===== src/rtl/rsig_pkg.sv =====
package rsig_pkg;
  localparam int SLOT_W = 5;
  localparam int BIT_W  = 3;
  localparam int FRM_W  = 4;
  localparam int NIB_W  = 4;
  localparam int BANK_AW = SLOT_W - 1;

  typedef enum logic [1:0] {
    CODE_TWO     = 2'd0,
    CODE_FOUR    = 2'd1,
    CODE_SIXTEEN = 2'd2,
    CODE_SIXTEEN_ALT = 2'd3
  } code_e;

  typedef struct packed {
    logic              en;
    logic              e1;
    logic              ts16;
    code_e             code;
    logic              fbit;
    logic [FRM_W-1:0]  frame;
    logic [SLOT_W-1:0] slot;
    logic [BIT_W-1:0]  bitp;
    logic [NIB_W-1:0]  spare;
  } pos_t;
endpackage


===== src/rtl/rsig_bank.sv =====
module rsig_bank #(
  parameter int AW = 4,
  parameter int DW = 4
) (
  input  logic          clk,
  input  logic          rst,
  input  logic          we,
  input  logic [AW-1:0] waddr,
  input  logic [DW-1:0] wdata,
  input  logic          re,
  input  logic [AW-1:0] raddr,
  output logic [DW-1:0] rdata
);
  localparam int DEPTH = 1 << AW;

  logic [DW-1:0] mem [DEPTH];

  always_ff @(posedge clk) begin
    if (we) mem[waddr] <= wdata;
  end

  // Registered read with enable: the output register doubles as the
  // per-timeslot snapshot.
  always_ff @(posedge clk) begin
    if (rst)     rdata <= '0;
    else if (re) rdata <= mem[raddr];
  end
endmodule


===== src/rtl/rsig_store.sv =====
module rsig_store
  import rsig_pkg::*;
#(
  parameter int NBANK = 2
) (
  input  logic               clk,
  input  logic               rst,
  input  logic               wr_en,
  input  logic [SLOT_W-1:0]  wr_ch,
  input  logic [NIB_W-1:0]   wr_nib,
  input  logic               rd_en,
  input  logic [BANK_AW-1:0] rd_addr,
  output logic [NIB_W-1:0]   rd_nib [NBANK]
);
  localparam int BSEL_W = (NBANK > 1) ? $clog2(NBANK) : 1;

  logic [BSEL_W-1:0] wr_bank;
  assign wr_bank = BSEL_W'(wr_ch >> BANK_AW);

  for (genvar b = 0; b < NBANK; b++) begin : g_bank
    rsig_bank #(.AW(BANK_AW), .DW(NIB_W)) u_bank (
      .clk   (clk),
      .rst   (rst),
      .we    (wr_en && (wr_bank == BSEL_W'(b))),
      .waddr (wr_ch[BANK_AW-1:0]),
      .wdata (wr_nib),
      .re    (rd_en),
      .raddr (rd_addr),
      .rdata (rd_nib[b])
    );
  end
endmodule


===== src/rtl/rsig_capture.sv =====
module rsig_capture
  import rsig_pkg::*;
(
  input  logic               clk,
  input  logic               rst,
  input  logic               lce,
  input  logic               en,
  input  logic               e1_mode,
  input  logic               ts16_only,
  input  logic [1:0]         code_sel,
  input  logic [FRM_W-1:0]   frame_idx,
  input  logic [SLOT_W-1:0]  slot_idx,
  input  logic [BIT_W-1:0]   bit_idx,
  input  logic               frame_bit,
  input  logic [NIB_W-1:0]   spare_bits,
  output logic               rd_en,
  output logic [BANK_AW-1:0] rd_addr,
  output pos_t               pos_q
);
  logic slot_start;
  assign slot_start = lce && (bit_idx == '0);

  // CAS mode reads the channel pair for this frame; otherwise the
  // pair sharing this timeslot's low address bits.
  assign rd_en   = slot_start;
  assign rd_addr = (e1_mode && ts16_only) ? BANK_AW'(frame_idx)
                                          : slot_idx[BANK_AW-1:0];

  always_ff @(posedge clk) begin
    if (rst) begin
      pos_q <= '0;
    end else if (lce) begin
      pos_q.en    <= en;
      pos_q.e1    <= e1_mode;
      pos_q.ts16  <= ts16_only;
      pos_q.code  <= code_e'(code_sel);
      pos_q.fbit  <= frame_bit;
      pos_q.frame <= frame_idx;
      pos_q.slot  <= slot_idx;
      pos_q.bitp  <= bit_idx;
      if (slot_start) pos_q.spare <= spare_bits;
    end
  end
endmodule


===== src/rtl/rsig_pick.sv =====
module rsig_pick
  import rsig_pkg::*;
#(
  parameter int T1_SLOTS  = 24,
  parameter int CAS_SLOT  = 16,
  parameter int SIG_BIT0  = 4
) (
  input  logic             clk,
  input  logic             rst,
  input  pos_t             pos_q,
  input  logic [NIB_W-1:0] nib_lo,
  input  logic [NIB_W-1:0] nib_hi,
  output logic             sig_out
);
  localparam logic [SLOT_W-1:0] T1_LIM  = SLOT_W'(T1_SLOTS);
  localparam logic [SLOT_W-1:0] CAS_TS  = SLOT_W'(CAS_SLOT);
  localparam logic [BIT_W-1:0]  UPPER0  = BIT_W'(SIG_BIT0);
  localparam int                OFF_W   = $clog2(NIB_W);

  logic             upper;
  logic [OFF_W-1:0] off;
  logic [OFF_W-1:0] idx;
  logic [2:0]       depth;
  logic [NIB_W-1:0] own_nib;
  logic             slot_bit;
  logic             cas_bit;
  logic             nxt;

  assign upper   = (pos_q.bitp >= UPPER0);
  assign off     = pos_q.bitp[OFF_W-1:0];
  assign idx     = OFF_W'(NIB_W - 1) - off;
  assign own_nib = pos_q.slot[SLOT_W-1] ? nib_hi : nib_lo;

  always_comb begin
    unique case (pos_q.code)
      CODE_TWO:  depth = 3'd1;
      CODE_FOUR: depth = 3'd2;
      default:   depth = 3'd4;
    endcase
  end

  assign slot_bit = upper && ({1'b0, off} < depth) && own_nib[idx];

  always_comb begin
    cas_bit = 1'b0;
    if (pos_q.slot == CAS_TS) begin
      if (pos_q.frame == '0) cas_bit = upper && pos_q.spare[idx];
      else                   cas_bit = upper ? nib_hi[idx] : nib_lo[idx];
    end
  end

  always_comb begin
    nxt = 1'b0;
    if (pos_q.en) begin
      if (!pos_q.e1)       nxt = !pos_q.fbit && (pos_q.slot < T1_LIM) && slot_bit;
      else if (pos_q.ts16) nxt = cas_bit;
      else                 nxt = slot_bit;
    end
  end

  always_ff @(posedge clk) begin
    if (rst) sig_out <= 1'b0;
    else     sig_out <= nxt;
  end
endmodule


===== src/rtl/rsig_serial_fmt.sv =====
module rsig_serial_fmt
  import rsig_pkg::*;
#(
  parameter int T1_SLOTS = 24,
  parameter int CAS_SLOT = 16,
  parameter int SIG_BIT0 = 4
) (
  input  logic              clk,
  input  logic              rst,
  input  logic              lce,
  input  logic              en,
  input  logic              e1_mode,
  input  logic              ts16_only,
  input  logic [1:0]        code_sel,
  input  logic [FRM_W-1:0]  frame_idx,
  input  logic [SLOT_W-1:0] slot_idx,
  input  logic [BIT_W-1:0]  bit_idx,
  input  logic              frame_bit,
  input  logic [NIB_W-1:0]  spare_bits,
  input  logic              wr_en,
  input  logic [SLOT_W-1:0] wr_ch,
  input  logic [NIB_W-1:0]  wr_nib,
  output logic              sig_out
);
  localparam int NBANK = 2;

  pos_t               pos_q;
  logic               rd_en;
  logic [BANK_AW-1:0] rd_addr;
  logic [NIB_W-1:0]   rd_nib [NBANK];
  logic [NIB_W-1:0]   rd_lo;
  logic [NIB_W-1:0]   rd_hi;

  rsig_capture u_cap (
    .clk        (clk),
    .rst        (rst),
    .lce        (lce),
    .en         (en),
    .e1_mode    (e1_mode),
    .ts16_only  (ts16_only),
    .code_sel   (code_sel),
    .frame_idx  (frame_idx),
    .slot_idx   (slot_idx),
    .bit_idx    (bit_idx),
    .frame_bit  (frame_bit),
    .spare_bits (spare_bits),
    .rd_en      (rd_en),
    .rd_addr    (rd_addr),
    .pos_q      (pos_q)
  );

  rsig_store #(.NBANK(NBANK)) u_store (
    .clk     (clk),
    .rst     (rst),
    .wr_en   (wr_en),
    .wr_ch   (wr_ch),
    .wr_nib  (wr_nib),
    .rd_en   (rd_en),
    .rd_addr (rd_addr),
    .rd_nib  (rd_nib)
  );

  assign rd_lo = rd_nib[0];
  assign rd_hi = rd_nib[1];

  rsig_pick #(
    .T1_SLOTS (T1_SLOTS),
    .CAS_SLOT (CAS_SLOT),
    .SIG_BIT0 (SIG_BIT0)
  ) u_pick (
    .clk     (clk),
    .rst     (rst),
    .pos_q   (pos_q),
    .nib_lo  (rd_lo),
    .nib_hi  (rd_hi),
    .sig_out (sig_out)
  );
endmodule


===== config.mk =====
export PLATFORM = sky130hd
export DESIGN_NAME = rsig_serial_fmt
export DESIGN_NICKNAME = d
export VERILOG_FILES = /design/src/rtl/rsig_pkg.sv /design/src/rtl/rsig_bank.sv /design/src/rtl/rsig_store.sv /design/src/rtl/rsig_capture.sv /design/src/rtl/rsig_pick.sv /design/src/rtl/rsig_serial_fmt.sv
export SDC_FILE = /design/constraint.sdc
export NUM_CORES = 1
export LEC_CHECK = 0
export BUFFER_PORTS_ARGS = -buffer_cell sky130_fd_sc_hd__buf_2
export CAP_MARGIN = 30
export CORE_MARGIN = 2
export CORE_UTILIZATION = 56
export DETAILED_ROUTE_END_ITERATION = 7
export PLACE_DENSITY_LB_ADDON = 0.25
export SYNTH_ARGS = -nofsm -noshare
export SYNTH_HDL_FRONTEND = slang
export SYNTH_SLANG_ARGS = --single-unit

===== constraint.sdc =====
create_clock -name clk -period 3.45 [get_ports clk]
set_input_delay 0.1725 -clock clk [delete_from_list [all_inputs] [get_ports clk]]
set_output_delay 0.1725 -clock clk [all_outputs]
set_load 0.02 [all_outputs]

==> results of run 1 <==
==> final cells by class <==
class / instances / area (µm²) / area share, %
Timing Repair Buffer: 44 / 265 / 3.43
Multi-Input combinational cell: 348 / 2250 / 29.1
Clock buffer: 17 / 425 / 5.50
Sequential cell: 159 / 4460 / 57.7
Clock inverter: 14 / 141 / 1.83
Tap cell: 147 / 184 / 2.38
Inverter: 1 / 3.75 / 0.0485
==> routing by layer <==
layer | share of wire [%] | vias to the layer above
li1 | - | 2096
met1 | 42 | 2193
met2 | 49 | 230
met3 | 7.7 | 23
met4 | 1.8 | 0
met5 | 0 | -
==> flip-flops by register name, summed over array words and instances, names as in the netlist <==
signal,flops
u_store.g_bank.u_bank.mem,128
u_cap.pos_q,22
u_store.g_bank.u_bank.rdata,8
u_pick.sig_out,1
==> cell usage in the layout (no fill, tap or decap), types with 5 or more instances in the layout <==
cell,count
sky130_fd_sc_hd__nor3_1,9
sky130_fd_sc_hd__o211ai_1,7
sky130_fd_sc_hd__nand3_1,31
sky130_fd_sc_hd__nand2_1,84
sky130_fd_sc_hd__dlygate4sd3_1,9
sky130_fd_sc_hd__a311o_1,7
sky130_fd_sc_hd__a22oi_1,15
sky130_fd_sc_hd__a21oi_1,8
sky130_fd_sc_hd__nor2b_1,16
sky130_fd_sc_hd__o21ai_0,15
sky130_fd_sc_hd__nand4_1,8
sky130_fd_sc_hd__mux4_2,11
sky130_fd_sc_hd__a32oi_1,8
sky130_fd_sc_hd__buf_2,35
sky130_fd_sc_hd__edfxtp_1,128
sky130_fd_sc_hd__nor2_1,48
sky130_fd_sc_hd__clkbuf_16,17
sky130_fd_sc_hd__nand3b_1,5
sky130_fd_sc_hd__nand2b_1,8
sky130_fd_sc_hd__mux2i_1,36
sky130_fd_sc_hd__dfxtp_1,31
==> stage by stage <==
| stage | total power, mW | hold WS (ns) | util [%] |
|---|---|---|---|
| finish | 4.21 | 0.0300 | 64.7 |
| global placement | 2.44 | 0.409 | 59.2 |
| floorplan | 2.35 | 0.271 | - |
| global route | 4.34 | 0.0475 | 64.7 |
| detailed placement | 2.45 | 0.416 | 59.2 |
| CTS | 4.22 | 0.0128 | 64.7 |
==> logic make-up after synthesis <==
family / count (synthesis)
simple gates: 223
buf+inv: 30
flops: 159
mux: 50
fa+ha+maj: 1
compound gates: 74
==> power groups by stage <==
stage          logic (mW)  clock network [mW]  registers (mW)
2_1_floorplan       0.188                   0            2.16
3_3_place_gp        0.272                   0            2.16
3_5_place_dp        0.280                   0            2.16
4_1_cts             0.289                1.81            2.12
5_1_grt             0.321                1.89            2.13
6_report            0.290                1.79            2.12
==> critical path, delay by kind of cell <==
kind / cells / cell delay (ns)
AO/OA/AOI/OAI: 1 / 0.17
buffers and inverters: 1 / 0.16
multiplexers: 1 / 0.60
AND/OR/NAND/NOR: 3 / 1.16
==> repair_timing <==
action | CTS | global route
endpoints found under the setup margin | 0 | 0
buffers inserted | 0 | 0
hold buffers | 9 | 0
hold endpoints to repair | 9 | 0
==> worst min-delay path by stage <==
stage / from / endpoint / slack [ns]
after floorplan: wr_nib[0] / u_store.g_bank[0].u_bank.mem[0][0] / 0.27
after global placement: frame_bit / u_cap.pos_q[16] / 0.41
after CTS: slot_idx[1] / u_cap.pos_q[8] / 0.01
after global routing: slot_idx[1] / u_cap.pos_q[8] / 0.05
after detailed placement: frame_bit / u_cap.pos_q[16] / 0.42
final: slot_idx[1] / u_cap.pos_q[8] / 0.03
==> reports/summary.md, run 1 <==
The run finished with clean final reports. Synthesis inferred 159 register bits. The final critical path takes up 57.0% of the cycle. Critical path class: primary input to flop. Between clock sinks in the finished design, the worst skew comes to 0.00670 ns. Highest fanout seen on the critical path: 40. In this run the deepest clock path goes through 2 buffers.

For this run, design rule violations remaining after detail routing come to 0. The number of antenna diodes in the final layout is 0. The post-route netlist has 14.9% of its cells at a drive strength greater than 1. Global route total overflow: 0.

In this run the worst hold path is classified as primary input to flop. Compared with the post-synthesis result, the final layout area differs by 12.8%. The number of flops mapped to enable cells by yosys is 128. The worst register-to-register path ends at u_pick.sig_out. The tools report the origin of the worst setup path as ts16_only. After Yosys synthesis, full adders, half adders and majority gates account for 0.182% of the synthesized area.

For the tightest slew margin relative to the limit, the log shows 33.7%. The logs give 0 for the final max-slew violation count and 41 for the pin count of the biggest net entering global routing. STA classifies the critical path endpoint as a flop. For the pre-CTS setup slack, the log shows 1.08 ns. The cell depth of the worst flop-to-flop path came out at 4. The run gives 6.51% as the met3 track demand over resource. STA puts the critical path data arrival time at 2.28 ns. The placement-stage cell area came out at 7080 µm². The met1 track utilization from global routing came out at 31.8%. The clock insertion delay at the later pin of the skew report was 0.42 ns. The count of final hold-check violations came out at 0. Dividing the detail-routed wire length by the instance count gives 20.3 µm.

Summing the areas of all compound-gate instances in the mapped netlist gives 8.01% of the synthesized area. Once placement completed, the tool counted placed cells totaling 690. Setup violations remaining at the end of the flow were counted as 0. The sum of negative setup slack is 0 ns. The worst register-to-register path begins at u_cap.pos_q[5].

In this run the tool buffered the top-level ports with 35 buffer cells. Counting I/O delays and the setup requirement, the final critical path takes 1.97 ns. Clock-pin slew on the worst setup and hold paths: 0.06 ns.

The via count of the first global-routing pass was 4420. The peak clock frequency supported by timing is 0.508 GHz, and the register area share after synthesis is 65.1%. The initial antenna violation count was 0; the number of clock sinks was 159. The leakage power of the design was 2.64 nW; the internal cell power was 3.27 mW. The floorplan step set the die width to 115 µm. The clock network accounts for 42.6% of the total power. For this run, the detailed router's first-pass iteration total came to 5. Along the worst hold path, the cell count comes to 3.

The biggest cell delay along the critical path is 0.82 ns. Fraction of registers with async set/reset: 0%. Of the total power, the share spent switching nets is 22.4%. For the pin with the worst max-slew slack, the measured transition is 0.990 ns.

The startpoint class of the critical path is a primary input. Final instance count without filler cells: 730. The HPWL after detailed placement came out at 9.76 mm. Across the run, the number of max-cap violations was 0. For the count of distinct cell types in the synthesized netlist, the log shows 44.

Among all stages on the critical path, the largest delay is contributed by sky130_fd_sc_hd__nand2_2. The run gives 573 as the synthesized net count. Top flip-flop cell by instance count after synthesis: sky130_fd_sc_hd__edfxtp_1.

After synthesis, the largest family of logic cells by area is simple AND/OR/NAND/NOR gates. At the worst endpoint, the required time is 3.77 ns. The first routing iteration left 387 violations.

In this run, the combinational gates consume 6.9% of the power. Setup repair after global routing left no endpoint under its margin. The filler cell count in the final layout was 931; the mean number of vias per cell was 6.22.

The tools report the post-synth design cell area as 6860 µm². The register-to-register path setup slack was 1.69 ns. Yosys attributes the largest share of cell area to sky130_fd_sc_hd__edfxtp_1, sky130_fd_sc_hd__dfxtp_1, sky130_fd_sc_hd__mux2i_1. The power density of the placed cells works out to 544 nW/µm². The library cell with the highest instance count after synthesis is sky130_fd_sc_hd__edfxtp_1. The logs give 607 for the number of nets in the layout and 4542 for the number of vias in the routed layout. After technology mapping, the gate count stands at 537. TritonCTS created 17 clock buffers. At the end of routability-driven placement, the weighted congestion stood at 0.831. In this run, post-CTS repair resized a total of 0 instances. Summing the areas of all xor and xnor instances in the mapped netlist gives 0% of the synthesized area. For this block, the routed nets add up to 14.8 mm of wire. The first global-routing pass estimated 23.4 mm of wire. During synthesis, Yosys emitted a total of 0 warnings. The logs give 38.5% for the met2 demand-to-capacity share in global routing and 942 µW for the switching power of the nets. After synthesis, the most frequently instantiated cells are sky130_fd_sc_hd__edfxtp_1, sky130_fd_sc_hd__nand2_1, sky130_fd_sc_hd__nor2_1.

TritonCTS built the clock tree. Maximum vdd ir drop: 0.377 mV. In this run the most used layer during global routing was met2.

sky130_fd_sc_hd__edfxtp_1 takes more of the synthesized area than any other cell. The die span in y is 115 µm. After floorplanning, the core was divided into 40 placement rows. After synthesis, the share of cell area in mux cells is 9.36%.

The tools report the maximum level of the CTS H-tree as 4. The tools report the die outline area as 13100 µm². After Yosys synthesis, and, or, nand and nor cells account for 15.3% of the synthesized area. Clock tree synthesis selected as its root buffer the cell sky130_fd_sc_hd__clkbuf_16.

After synthesis, the largest area contributor takes up 56.0% of total cell area. The part of the total power dissipated in sequential elements is 50.5%. Following the worst setup path forward leads to its endpoint at u_store.g_bank[1].u_bank.rdata[3].

The global router's overall resource usage was 24.2%; the setup slack of the critical path after layout was 1.48 ns. The average instance area after synthesis is 12.8 µm², and the I/O pin count is 36. In this run the standard cell core region covers 12000 µm². The count of nets left with antenna violations once routing finished came out at 0. Once the floorplan was initialized, standard cells occupied 57.3% of the core. The final design area excluding fillers came out at 7740 µm². The critical path goes through buf_2 -> nand3_1 -> nand2_2 -> mux4_2 -> a32oi_1 -> nand2_1.
No activity file was read; power rests on OpenSTA's default activity.
==> run 2: changes to the inputs <==
Settings changed: CORE_UTILIZATION 56 to 55.
Clock period 3.45 ns to 1.8 ns, I/O delays scaled along.
==> reports/summary.md, run 2 (synthesis results as in run 1) <==
The global router's overall resource usage was 25.9% (was 24.2%). The routed wire length per instance was 20.5 µm (was 20.3 µm). Startpoint of the lowest-slack register-to-register path: u_cap.pos_q[4] (was u_cap.pos_q[5]).

The final antenna diode count was 0 (unchanged). The mean number of vias per cell was 5.98 (was 6.22). The share of final-layout standard cells stronger than drive strength 1 is 19.8% (was 14.9%), and the number of max-cap violations is 0 (unchanged). The tools report the number of buffers on the longest clock path as 2 (unchanged). The tools report the pin count of the biggest net entering global routing as 33 (was 41). For the first-pass GRT wire length, the log shows 25.3 mm (was 23.4 mm). The number of flip-flops under the largest register name was 128 (unchanged). The clock root buffer was sky130_fd_sc_hd__clkbuf_16 (unchanged). The tools report the final weighted congestion in routability-driven placement as 0.956 (was 0.831). Top Registers: u_store.g_bank.u_bank.mem: 128 flops, u_cap.pos_q: 22 flops, u_store.g_bank.u_bank.rdata: 8 flops (unchanged). The most common cell after layout, fill and taps aside is sky130_fd_sc_hd__edfxtp_1 (unchanged). The kind of capture point of the worst setup path was a flop (unchanged). Number of nets in the layout: 649 (was 607). For the total wirelength of the detailed-routed design, the log shows 16.2 mm (was 14.8 mm). The die span in y works out to 116 µm (was 115 µm). The power density of the placed cells is 1000 nW/µm² (was 544 nW/µm²). The run gives 159 (unchanged) as the number of clock sinks. The run gives 6.23 mW (was 3.27 mW) as the internal cell power. Worst-path cell with the longest stage delay: sky130_fd_sc_hd__dlygate4sd3_1 (was sky130_fd_sc_hd__nand2_2). The tools report the clock network fraction of total power as 42.0% (was 42.6%).

Origin of the worst setup path: bit_idx[1] (was ts16_only). The highest fanout seen on the critical path was 11 (was 40). The pin slew with the least headroom to its limit was 0.618 ns (was 0.990 ns); the starting DRC count in detailed routing was 512 (was 387). The logs give 0 (unchanged) for the antenna violation net count after detailed routing and 2.86 nW (was 2.64 nW) for the leakage power of the design. The met1 track utilization from global routing is 33.2% (was 31.8%).

Based on the critical path, the design can be clocked at up to 0.584 GHz. The flow ran to the end, and the final reports show no timing, DRC or antenna violations. The clock insertion delay at the later pin of the skew report was 0.43 ns (was 0.42 ns).

The register-to-register path setup slack is 0.28 ns (was 1.69 ns). The tools report the part of the total power dissipated in combinational logic as 8.0% (was 6.9%). The global routing's busiest layer is met2 (unchanged). The worst path uses 95.1% of the clock period. Class of the tightest hold or removal check: primary input to flop (unchanged). The cell depth of the worst flop-to-flop path is 4 (unchanged).

The tools report the switching power of the nets as 1.90 mW (was 942 µW). The total DRC errors in the routed layout was 0 (unchanged); the total clock buffers created by CTS was 17 (unchanged). The layout overhead on the synthesized area is 18.6% (was 12.8%). Commonest cells after routing, fill and taps aside: sky130_fd_sc_hd__edfxtp_1, sky130_fd_sc_hd__nand2_1, sky130_fd_sc_hd__nor2_1, sky130_fd_sc_hd__mux2i_1, sky130_fd_sc_hd__buf_2 (unchanged). The count of final setup violators is 0 (unchanged), and the met2 demand-to-capacity share in global routing is 42.0% (was 38.5%). The tools report the final max-slew violation count as 0 (unchanged). The run gives 0.00577 ns (was 0.00670 ns) as the final setup skew. The top register by number of flip-flops is u_store.g_bank.u_bank.mem (unchanged). Setup repair after global routing left no endpoint under its margin. The placement-stage cell area was 7360 µm² (was 7080 µm²); the clock-pin slew on the worst setup and hold paths was 0.06 ns (about the same). The run gives 0.702 mV (was 0.377 mV) as the maximum vdd ir drop. The run gives 4670 (was 4420) as the via count of the first global-routing pass. The number of placement rows is 40 (unchanged). Data arrival time at the worst-slack endpoint: 2.02 ns (was 2.28 ns). Cell chain of the critical path: dlygate4sd3_1 -> buf_2 -> or4b_4 -> buf_4 -> a22oi_1 -> a311o_1 -> nand3_1 (was buf_2 -> nand3_1 -> nand2_2 -> mux4_2 -> a32oi_1 -> nand2_1).

Length of the first detailed-routing pass in iterations: 5 (unchanged). The maximum level of the CTS H-tree is 4 (unchanged). For the core box area, the log shows 12100 µm² (was 12000 µm²).

The capturing point of the worst reg2reg path was u_pick.sig_out (unchanged). Biggest cell delay along the critical path: 0.55 ns (was 0.82 ns). For the final design area excluding fillers, the log shows 8130 µm² (was 7740 µm²). The run gives 11.4 mm (was 9.76 mm) as the HPWL after detailed placement.

The met3 track demand over resource came out at 6.01% (was 6.51%). The floorplan die width works out to 116 µm (was 115 µm). The tools report the startpoint class of the critical path as a primary input (unchanged). The tools report the number of vias in the routed layout as 4752 (was 4542).

Worst setup path endpoint: u_store.g_bank[0].u_bank.rdata[3] (was u_store.g_bank[1].u_bank.rdata[3]). Required time of the worst setup path: 2.11 ns (was 3.77 ns). TritonCTS built the clock tree. For the part of the total power dissipated in sequential elements, the log shows 50.0% (was 50.5%). The tools report the count of final hold-check violations as 0 (unchanged). Switching share of power: 23.4% (was 22.4%). The I/O pin count was 36 (unchanged).

The tools report the sum of negative setup slack as 0 ns (unchanged). The count of buffers from port buffering was 35 (unchanged). The critical path class is primary input to flop (unchanged). Startpoint of the most critical hold path: frame_idx[0] (was slot_idx[1]). The logs give 0 (unchanged) for the initial antenna violation count and 56.6% (was 57.3%) for the initial core utilization. The global route total overflow is 0 (unchanged), and the clock period minus worst slack is 1.71 ns. The run gives 13400 µm² (was 13100 µm²) as the die outline area.

For the tightest slew margin relative to the limit, the log shows 58.8% (was 33.7%).
-- run 2: power groups by stage --
stage	combinational [mW]	sequential (mW)	clock, mW
floorplan	0.361	4.14	0
global placement	0.584	4.15	0
detailed placement	0.602	4.15	0
CTS	0.637	4.07	3.45
global route	0.704	4.07	3.60
finish	0.650	4.07	3.42
-- run 2: cell type report --
cell class / instances / area [µm²]
sequential: 159 / 4460
fill: 892 / 3980
multi-input combinational: 348 / 2270
timing repair buffer: 86 / 616
clock buffer: 19 / 433
tap: 168 / 210
clock inverter: 13 / 130
inverter: 1 / 3.75
-- run 2: layer usage --
metal,part of all wire [%],vias up,wire (µm)
li1,-,2176,-
met1,41,2306,6720
met2,49,229,7900
met3,6.5,41,1060
met4,3.4,0,559
met5,0,-,0
-- run 2: worst min-delay path by stage --
stage                                          to  cells past startpoint  slack, ns
2_1_floorplan  u_store.g_bank[0].u_bank.mem[0][0]                      0       0.19
3_3_place_gp                      u_cap.pos_q[16]                      3       0.32
3_5_place_dp                      u_cap.pos_q[11]                      3       0.34
4_1_cts                           u_cap.pos_q[20]                      3       0.02
5_1_grt                           u_cap.pos_q[12]                      3       0.04
6_report                          u_cap.pos_q[12]                      3       0.03
-- run 2: critical path: cells and delay by family --
kind / cells / cell delay, ns
buffers and inverters: 3 / 0.89
AND/OR/NAND/NOR: 2 / 0.64
AO/OA/AOI/OAI: 2 / 0.40
-- run 2: through the flow --
step	worst slack (ns)	utilization (%)	hold slack, ns	std cells	power, mW
2_1_floorplan	0.237	-	0.189	537	4.50
3_3_place_gp	0.122	60.8	0.325	743	4.73
3_5_place_dp	0.0643	60.8	0.336	743	4.75
4_1_cts	0.00986	66.9	0.0166	793	8.16
5_1_grt	0.00537	67.1	0.0427	794	8.38
6_report	0.0873	67.1	0.0275	794	8.14
-- run 2: repair_timing --
item                       in CTS  in global routing
setup endpoints to repair       0                  8
gates resized for setup         0                  8
hold endpoints to repair       18                  0
buffers inserted                0                  1
hold buffers                   18                  0
==> run 3: changes to the inputs <==
Settings changed: CAP_MARGIN 30 to unset, CORE_MARGIN 2 to unset.
==> reports/summary.md, run 3 (synthesis results as in run 1) <==
The top register by number of flip-flops was u_store.g_bank.u_bank.mem (unchanged). The final antenna diode count was 0 (unchanged); the final clock period utilization by the worst path was 96.7% (was 95.1%). For the number of placement rows, the log shows 40 (unchanged).

The logs give 12900 µm² (was 13400 µm²) for the die outline area and 8080 µm² (was 8130 µm²) for the final design area excluding fillers. The required time of the worst setup path was 2.17 ns (was 2.11 ns). The highest fanout seen on the critical path is 8 (was 11), and the pin slew with the least headroom to its limit is 0.641 ns (was 0.618 ns). Setup repair after global routing left no endpoint under its margin. The routed wire length per instance came out at 20.3 µm (was 20.5 µm). The met3 wire length was 1.05 mm (was 1.06 mm). The logs give 16.1 mm (was 16.2 mm) for the total wirelength of the detailed-routed design and 0 (unchanged) for the antenna violation net count after detailed routing. The class of the tightest hold or removal check is primary input to flop (unchanged). The run gives 7.84 mm (was 7.90 mm) as the sum of met2 wire segment lengths after detailed routing.

The die span in y was 114 µm (was 116 µm); the placement-stage cell area was 7360 µm² (unchanged). The run gives 4732 (was 4670) as the via count of the first global-routing pass. Number of flip-flops under the largest register name: 128 (unchanged). The tightest slew margin relative to the limit was 57.3% (was 58.8%); the core box area was 12100 µm² (about the same).

The run gives 401 (was 512) as the starting DRC count in detailed routing. The topmost layer with routed signal wires is met4 (unchanged). The count of final setup violators came out at 0 (unchanged). The pre-CTS setup slack came out at -0.0508 ns (was 0.0643 ns). For the initial antenna violation count, the log shows 0 (unchanged). The tools report the final weighted congestion in routability-driven placement as 0.845 (was 0.956).

For the length of the first detailed-routing pass in iterations, the log shows 5 (unchanged). The flow ran to the end, and the final reports show no timing, DRC or antenna violations. The tools report the detailed-route wire length on metal 1 as 6.77 mm (was 6.72 mm).

Most common cell after layout, fill and taps aside: sky130_fd_sc_hd__edfxtp_1 (unchanged). Kind of capture point of the worst setup path: a flop (unchanged). The clock root buffer is sky130_fd_sc_hd__clkbuf_16 (unchanged). The number of clock sinks is 159 (unchanged).

The leakage power of the design is 2.84 nW (was 2.86 nW). The clock insertion delay at the later pin of the skew report came out at 0.43 ns (about the same). The tools report the data arrival time at the worst-slack endpoint as 2.11 ns (was 2.02 ns). Commonest cells after routing, fill and taps aside: sky130_fd_sc_hd__edfxtp_1, sky130_fd_sc_hd__nand2_1, sky130_fd_sc_hd__nor2_1, sky130_fd_sc_hd__mux2i_1, sky130_fd_sc_hd__buf_2 (unchanged).

The number of buffers on the longest clock path came out at 2 (unchanged). The startpoint class of the critical path was a primary input (unchanged). Top Registers: u_store.g_bank.u_bank.mem: 128 flops, u_cap.pos_q: 22 flops, u_store.g_bank.u_bank.rdata: 8 flops (unchanged).

Floorplan die width: 114 µm (was 116 µm). TritonCTS built the clock tree. The post-layout total power was 8.13 mW (was 8.14 mW); the global route total overflow was 0 (unchanged). The first-pass GRT wire length was 25.8 mm (was 25.3 mm).

The count of buffers from port buffering came out at 35 (unchanged). The number of vias in the routed layout was 4662 (was 4752); the total DRC errors in the routed layout was 0 (unchanged). The initial core utilization came out at 56.9% (was 56.6%). The total clock buffers created by CTS was 17 (unchanged); the power density of the placed cells was 1010 nW/µm² (was 1000 nW/µm²).

The HPWL after detailed placement is 11.1 mm (was 11.4 mm), and the final max-slew violation count is 0 (unchanged). The run gives 33 (unchanged) as the pin count of the biggest net entering global routing. The number of nets in the layout is 646 (was 649), and the setup slack of the critical path after layout is 0.0598 ns (was 0.0873 ns).

Layout overhead on the synthesized area: 17.8% (was 18.6%). The share of final-layout standard cells stronger than drive strength 1 is 19.4% (was 19.8%), and the final setup skew is 0.00688 ns (was 0.00577 ns). For the count of final hold-check violations, the log shows 0 (unchanged). For the count of buffers added by post-CTS timing repair for setup, the log shows 0 (unchanged). The critical path class was primary input to flop (unchanged).

The mean number of vias per cell is 5.89 (was 5.98). The tools report the global router's overall resource usage as 27.3% (was 25.9%). The clock period minus worst slack was 1.74 ns (was 1.71 ns); the clock-pin slew on the worst setup and hold paths was 0.06 ns (about the same). The number of max-cap violations was 0 (unchanged).

The maximum vdd ir drop was 1.08 mV (was 0.702 mV). The smallest hold slack was 0.0214 ns (was 0.0275 ns). The tools report the share of the core filled with cells as 67.0% (was 67.1%). The logs give 0.575 GHz (was 0.584 GHz) for the peak clock frequency supported by timing and 36 (unchanged) for the I/O pin count. For the maximum level of the CTS H-tree, the log shows 4 (unchanged).
-- run 3: through the flow --
step	instances	TNS [ns]
after detailed placement	743	-0.0508
after global placement	743	-0.0256
after floorplan	537	0
final	791	0
after global routing	791	0
after CTS	791	0
-- run 3: routing by layer --
layer	GRT usage [%]	up-vias
met5	0	-
met4	10.6	0
met3	6.85	36
li1	-	2165
met2	43.9	177
met1	36.0	2284
-- run 3: path summary, 6_finish.rpt --
kind                  start                           endpoint  slack, ns  cells past startpoint
min reg2reg  u_cap.pos_q[3]                     u_cap.pos_q[3]       0.46                      2
min            frame_idx[0]                    u_cap.pos_q[12]       0.02                      3
max reg2reg  u_cap.pos_q[5]                     u_pick.sig_out       0.21                      4
max              bit_idx[0]  u_store.g_bank[1].u_bank.rdata[3]       0.06                      7
-- run 3: report_power, final --
part | total [mW] | internal (mW) | switching (mW)
Clock | 3.42 | 1.92 | 1.50
Sequential | 4.07 | 4.03 | 0.0357
Combinational | 0.638 | 0.258 | 0.380
Total | 8.13 | 6.21 | 1.91
-- run 3: layout make-up --
type / count / area, µm²
Multi-Input combinational cell: 348 / 2250
Tap cell: 168 / 210
Clock buffer: 17 / 425
Fill cell: 864 / 3980
Inverter: 1 / 3.75
Timing Repair Buffer: 83 / 588
Sequential cell: 159 / 4460
Clock inverter: 15 / 135
-- run 3: critical path: stages --
cell                            delay (ns)
sky130_fd_sc_hd__dlygate4sd3_1        0.53
sky130_fd_sc_hd__buf_2                0.14
sky130_fd_sc_hd__or4b_4               0.56
sky130_fd_sc_hd__nor2_4               0.13
sky130_fd_sc_hd__and3_1               0.35
sky130_fd_sc_hd__a32oi_1              0.20
sky130_fd_sc_hd__nand2_1              0.11
-- run 3: timing repair --
item,4_1_cts,5_1_grt
resized for setup,0,0
endpoints found under the hold margin,16,0
hold buffers,16,0
